File: config.mk
export PLATFORM = sky130hd
export DESIGN_NAME = eag_top
export DESIGN_NICKNAME = d
export VERILOG_FILES = /design/src/rtl/eag_pkg.sv /design/src/rtl/eag_mode_dec.sv /design/src/rtl/eag_adder.sv /design/src/rtl/eag_wrap.sv /design/src/rtl/eag_top.sv
export SDC_FILE = /design/constraint.sdc
export NUM_CORES = 1
export LEC_CHECK = 0
export CORE_ASPECT_RATIO = 2
export CORE_MARGIN = 5
export CORE_UTILIZATION = 32
export CTS_CLUSTER_DIAMETER = 60
export CTS_CLUSTER_SIZE = 24
export DETAILED_ROUTE_END_ITERATION = 7
export DONT_BUFFER_PORTS = 1
export PLACE_DENSITY = 0.5
export SYNTH_ARGS = -nofsm -noshare
export SYNTH_HDL_FRONTEND = slang
export SYNTH_SLANG_ARGS = --single-unit
File: constraint.sdc
create_clock -name clk -period 1.2 [get_ports clk]
set_input_delay 0 -clock clk [delete_from_list [all_inputs] [get_ports clk]]
set_output_delay 0 -clock clk [all_outputs]
set_load 0.01 [all_outputs]
File: src/rtl/eag_pkg.sv
package eag_pkg;
   typedef enum logic [1:0] {
      AW_LOW  = 2'd0,
      AW_MID  = 2'd1,
      AW_FULL = 2'd2
   } aw_sel_e;
endpackage

File: src/rtl/eag_mode_dec.sv
module eag_mode_dec
   import eag_pkg::*;
(
   input  logic    arch_wide,
   input  logic    ext_bit,
   input  logic    bas_bit,
   output aw_sel_e sel,
   output logic    spec_err
);
   // extended without basic is illegal; extended is illegal in narrow mode
   always_comb begin
      spec_err = ext_bit & (~bas_bit | ~arch_wide);
      if (ext_bit & bas_bit)
         sel = AW_FULL;
      else if (bas_bit)
         sel = AW_MID;
      else
         sel = AW_LOW;
   end
endmodule

File: src/rtl/eag_adder.sv
module eag_adder #(
   parameter int W = 64
) (
   input  logic [W-1:0] a,
   input  logic [W-1:0] b,
   input  logic [W-1:0] c,
   output logic [W-1:0] sum
);
   // modulo 2^W three-operand sum; carries past W are dropped
   always_comb sum = a + b + c;
endmodule

File: src/rtl/eag_wrap.sv
module eag_wrap
   import eag_pkg::*;
#(
   parameter int W     = 64,
   parameter int LOW_W = 24,
   parameter int MID_W = 31
) (
   input  aw_sel_e      sel,
   input  logic [W-1:0] raw,
   output logic [W-1:0] wrapped
);
   logic [W-1:0] keep;

   // per-bit keep enable: the region a bit lies in fixes which widths retain it
   for (genvar i = 0; i < W; i++) begin : g_bit
      if (i < LOW_W) begin : g_low
         assign keep[i] = 1'b1;
      end else if (i < MID_W) begin : g_mid
         assign keep[i] = (sel == AW_MID) || (sel == AW_FULL);
      end else begin : g_top
         assign keep[i] = (sel == AW_FULL);
      end
   end

   assign wrapped = raw & keep;
endmodule

File: src/rtl/eag_top.sv
module eag_top
   import eag_pkg::*;
#(
   parameter int OPW   = 64,
   parameter int LOW_W = 24,
   parameter int MID_W = 31
) (
   input  logic           clk,
   input  logic           rst_n,
   input  logic           in_vld,
   input  logic           arch_wide,
   input  logic [1:0]     amode,
   input  logic [OPW-1:0] base,
   input  logic [OPW-1:0] index,
   input  logic [OPW-1:0] disp,
   output logic           out_vld,
   output logic [OPW-1:0] out_ea,
   output logic           out_err
);
   localparam int EXT_IDX = 1;
   localparam int BAS_IDX = 0;

   if (!(LOW_W > 0 && LOW_W < MID_W && MID_W < OPW)) begin : g_bad_widths
      $error("eag_top: widths must satisfy 0 < LOW_W < MID_W < OPW");
   end

   aw_sel_e        sel;
   logic           spec_err;
   logic [OPW-1:0] raw_sum;
   logic [OPW-1:0] wrapped;

   eag_mode_dec u_dec (
      .arch_wide (arch_wide),
      .ext_bit   (amode[EXT_IDX]),
      .bas_bit   (amode[BAS_IDX]),
      .sel       (sel),
      .spec_err  (spec_err)
   );

   eag_adder #(.W(OPW)) u_add (
      .a   (base),
      .b   (index),
      .c   (disp),
      .sum (raw_sum)
   );

   eag_wrap #(.W(OPW), .LOW_W(LOW_W), .MID_W(MID_W)) u_wrap (
      .sel     (sel),
      .raw     (raw_sum),
      .wrapped (wrapped)
   );

   always_ff @(posedge clk or negedge rst_n) begin
      if (!rst_n) begin
         out_vld <= 1'b0;
         out_err <= 1'b0;
         out_ea  <= '0;
      end else begin
         out_vld <= in_vld;
         out_err <= in_vld & spec_err;
         if (in_vld)
            out_ea <= spec_err ? '0 : wrapped;
      end
   end
endmodule

# After elaboration in Yosys (flattened, before gate mapping)
# Cells that the tools add are included.
# totals
register_bits	66
in_bits	198
output_inout_bits	66
word_cells	18
# op_classes
add_sub_neg	2
eq_ne	2
n_mux	3
bitwise	7
n_reduce_logical	1
# ops
cell	count
$add 64x64->64	2
$and 64x64->64	1
$mux 64	1
$and 1x1->1	3
$eq 2x1->1 const B	1
$eq 2x2->1 const B	1
$mux 2	1
$not 1->1	2
$logic_or 1x1->1	1
$mux 1	1
$or 1x1->1	1

# Longest topological paths before layout
# depth
ltp_word	6
mapped_depth	13
ltp_nobuf	13

# Modules after synthesis
# Synthesis repeated with hierarchy kept, for this count alone.
# unflattened
hier_cells	974
area_unflattened_um2	8385.5
# by_module_without_submodules
module	n_inst	cells_each	area_per_inst_um2	seq_area_each_um2
eag_adder	1	625	5034.8	0.0
eag_top	1	277	2827.7	1651.6
eag_wrap	1	69	495.5	0.0
eag_mode_dec	1	3	27.5	0.0

# Least setup slack after synthesis
# Ideal clock, no wire load.
# synth_timing
path_kind	input to register
from	input port base[1]
to	register out_ea[63]
setup_ns	0.141
arrival_time_ns	2.896
required_ns	1.059
slack_ns	-1.837
cell_stages	13
n_path_buf	0
path_cell_list	fa_1 -> ha_1 -> fa_1 -> a21oi_1 -> nor2_1 -> o211a_1 -> o21ai_1 -> a21oi_1 -> a2111o_1 -> a31o_2 -> a221oi_2 -> xnor2_1 -> o22ai_1
# synth_between
elab_chain_cells	4
# synth_lines
item	line	source
from (decl)	eag_top.sv:13	input logic [OPW-1:0] base,
$add 64x64->64 (2 in series)	eag_adder.sv:10	always_comb sum = a + b + c;
$and 64x64->64	eag_wrap.sv:25	assign wrapped = raw & keep;
$mux 64	eag_top.sv:62	out_ea <= spec_err ? '0 : wrapped;
to (signal assigned)	eag_top.sv:62	
to (decl)	eag_top.sv:17	output logic [OPW-1:0] out_ea,
# No other way between the ends.
# A chain may end at the register's enable or synchronous reset.

# Final worst setup path
# layout_timing
from	input port disp[9]
to	register out_ea[54]
# layout_between
elab_chain_cells	3
# layout_lines
item	line	source
from (decl)	eag_top.sv:15	input logic [OPW-1:0] disp,
$add 64x64->64	eag_adder.sv:10	
$and 64x64->64	eag_wrap.sv:25	
$mux 64	eag_top.sv:62	
# No other way between the ends.

==> impl_metrics.tcl <==
set metrics [dict create \
    wl_per_cell_um 20.62 \
    use_met1 0.1992 \
    grtUsageMet2 0.4107 \
    power_frac_seq 0.193 \
    die_w_um 119.2 \
    antenna_found_initial 0 \
    peakVddDrop_v 0.0006667 \
    hpwl_um 23110 \
    drtIter0Drc 329 \
    grt_setup_unrepaired "yes" \
    powerDensity_nw_per_um2 1449 \
    grt_usage 0.2017 \
    critPathLaunchType "input pin" \
    yosysUniqueCellTypes 79 \
    syn_area_um2 7627 \
    netlist_instances 809 \
    dpl-instance-area_um2 9905 \
    grt_pass1_vias 8064 \
    gp_congestion 0.8715 \
    relSlewSlack 0.6885 \
    grt_max_degree 67 \
    yosysWarnings 0 \
    hold_ws_ps -647.8 \
    power_frac_clock 0.159 \
    fill_cells 2231 \
    cpMostUsedCell "and3_4" \
    max_cap_violations 0 \
    n_antenna_cell 0 \
    clkTransAtPathRegs_ps 60 \
    drc_errors 0 \
    grt_pass1_wl_um 43560 \
    critPathCaptureType "flop" \
    hold_viol 90 \
    violations "hold timing, setup timing" \
    synth_flop_cell "dfrtp_1" \
    slowest_delay_ps 580 \
    finalSetupViolations 61 \
    drt-pass1-iter-count 4 \
    final_common_cell "buf_4" \
    final_area_um2 11520 \
    switchingPower_uw 6770 \
    pin_count 264 \
    routed_via_density 5.338 \
    floorplan.initialDensity 0.3215 \
    syn_nets 1133 \
    coreArea_um2 23720 \
    grtUsageMet3 0.03046 \
    path_cells "fa_1, ha_4, and3_4, and3_4, a211oi_4, o211ai_2, a21oi_4, a31oi_4, a41oi_4, nor2_1, or3_1, a32o_1" \
    ctsHtreeMaxLevel 3 \
    clock_sinks 66 \
    worstMarginPinSlew_ps 464.1 \
    p_leak_uw 0.005059 \
    cts_tree "yes" \
    synth_edf_count 0 \
    critPathRequiredTime_ps 1420 \
    crit_type "in -> reg" \
    rows 80 \
    async_reset_ff_frac 1.000 \
    vias 7329 \
    areaGrowthSynthToFinish_pct 51.05 \
    drive_above_1_share 0.4346 \
    cp_slowest_cell "fa_1" \
    die_area_um2 27210 \
    combPwrFrac 0.647 \
    grt_busiest_layer "met2" \
    hold_path.class "in -> async" \
    ant_nets 0 \
    cp.arrival_ps 2940 \
    place.port_buffers 0 \
    seq_area_frac_synth 0.2165 \
    p_int_uw 9925 \
    postSynthAreaPerCell_um2 9.428 \
    power.total_uw 16700 \
    fin_crit_ps 2718 \
    drv_slew 0 \
    finalWorstSetupSlack_ps -1518 \
    clk_path_buf_depth 2 \
    grt_overflow_total 0 \
    clk_latency_ps 330 \
    finalSetupTns_ps -66700 \
    final_cell_mix "buf_4, dfrtp_1, a21oi_1, fa_1, inv_1" \
    fin_crit_sh 2.265 \
    ys_ff_latch 66 \
    die_h_um 228.3 \
    outcome "complete, but fails checks" \
    wirelength_um 28310 \
    max_freq_ghz 0.3679 \
    finalNetCount 1405 \
    swShare 0.4055 \
    clock-root-buffer "clkbuf_16" \
    path_max_fanout 4 \
    cts_buffers 9 \
    skew_ps 0 \
]
per-layer routing:
| metal | routed length (um) | up-vias |
|---|---|---|
| met3 | 1305 | 35 |
| li1 | - | 3511 |
| met2 | 16600 | 195 |
| met4 | 811 | 0 |
| met5 | 0 | - |
| met1 | 9593 | 3588 |
synth_stat cells, types with 3 or more instances:
library cell   n  area (um2)
a41oi_1        3       26.28
a31oi_1        9       56.30
nand3_1       15       75.07
nand3b_1       3       22.52
clkbuf_8       7       96.34
o21a_1         4       30.03
buf_4          5       37.54
nand4_1       22       137.6
xnor2_1       38       332.8
buf_2          3       15.01
a211oi_1       6       45.04
a22o_1        29       254.0
nand2_1       53       198.9
nor2b_1        6       37.54
nor2_1        30       112.6
o22ai_1       27       168.9
ha_1          62       775.7
nand2b_1       8       50.05
or4_1          3       22.52
a21o_1        26       195.2
xor2_1        20       175.2
o21bai_1      16       120.1
fa_1          64        1281
buf_6          4       45.04
and2_1         5       31.28
a31o_2         3       26.28
o21ai_0       35       175.2
dfrtp_1       66        1652
or3_1          3       18.77
o21ai_1        8       40.04
o31ai_1        3       22.52
clkbuf_1      16       60.06
inv_1         48       180.2
and3_1         9       56.30
nor4_1         3       18.77
nor3_1        12       60.06
a21oi_1       85       425.4
registers in the layout, indices dropped and copies added, names as in the netlist:
| signal | cells |
|---|---|
| out_err | 1 |
| out_ea | 64 |
| out_vld | 1 |
critical path, delay by kind of cell:
family,cells,cell delay (ps)
compound gates,6,1320
fa+ha+maj,2,810
simple gates,4,800
path summary, 6_finish.rpt:
kind / from / end / slack, ps / cells past startpoint
min in group clk: in_vld / out_ea[63] / -40 / 2
max reg2reg: out_ea[62] / out_ea[62] / 80 / 2
max in group asynchronous: rst_n / out_ea[51] / 1740 / 0
max: disp[9] / out_ea[54] / -1520 / 12
min reg2reg: out_ea[54] / out_ea[54] / 570 / 1
min: rst_n / out_ea[63] / -650 / 0
cell families (layout without fill, tap and decap cells):
group	count (synthesis)	count (layout)	share of synthesized area
AOI/OAI and AO/OA	290	290	0.2613
xor gates and xnor gates	58	58	0.06660
adders and majority gates	126	126	0.2697
buffers and inverters	88	365	0.06381
DFF	66	66	0.2165
muxes	1	1	0.001312
and+or+nand+nor	180	180	0.1207
layout make-up:
class / instances / area (um2) / share of cell area
Multi-Input combinational cell: 655 / 6624 / 0.5749
Sequential cell: 66 / 1652 / 0.1434
Tap cell: 287 / 359.1 / 0.03117
Clock inverter: 5 / 55.05 / 0.004778
Timing Repair Buffer: 300 / 2415 / 0.2096
Inverter: 49 / 183.9 / 0.01596
Clock buffer: 11 / 232.7 / 0.02020
power groups by stage:
stage	clock network [uW]	registers [uW]	logic, uW
6_report	2660	3230	10800
5_1_grt	2800	3270	11700
4_1_cts	2720	3250	10300
3_5_place_dp	0	3280	8890
3_3_place_gp	0	3280	8850
2_1_floorplan	0	3060	5350
metrics by stage:
stage                     instances  setup WS [ps]  hold WS, ps  utilization
after floorplan                 809          -1646       -295.6            -
after global routing           1373          -1597       -665.3       0.4857
after detailed placement       1314          -2127       -293.8       0.4175
after CTS                      1355          -1531       -661.9       0.4704
final                          1373          -1518       -647.8       0.4857
after global placement         1314          -2054       -293.8       0.4175
what timing repair did:
action,in CTS,in global routing
resized for setup,126,44
setup endpoints to repair,61,61
pin swaps,63,40
hold endpoints to repair,98,96
buffers inserted,25,20
hold buffers,3,2
cloned,0,0
(Power assumes the default switching activity.)
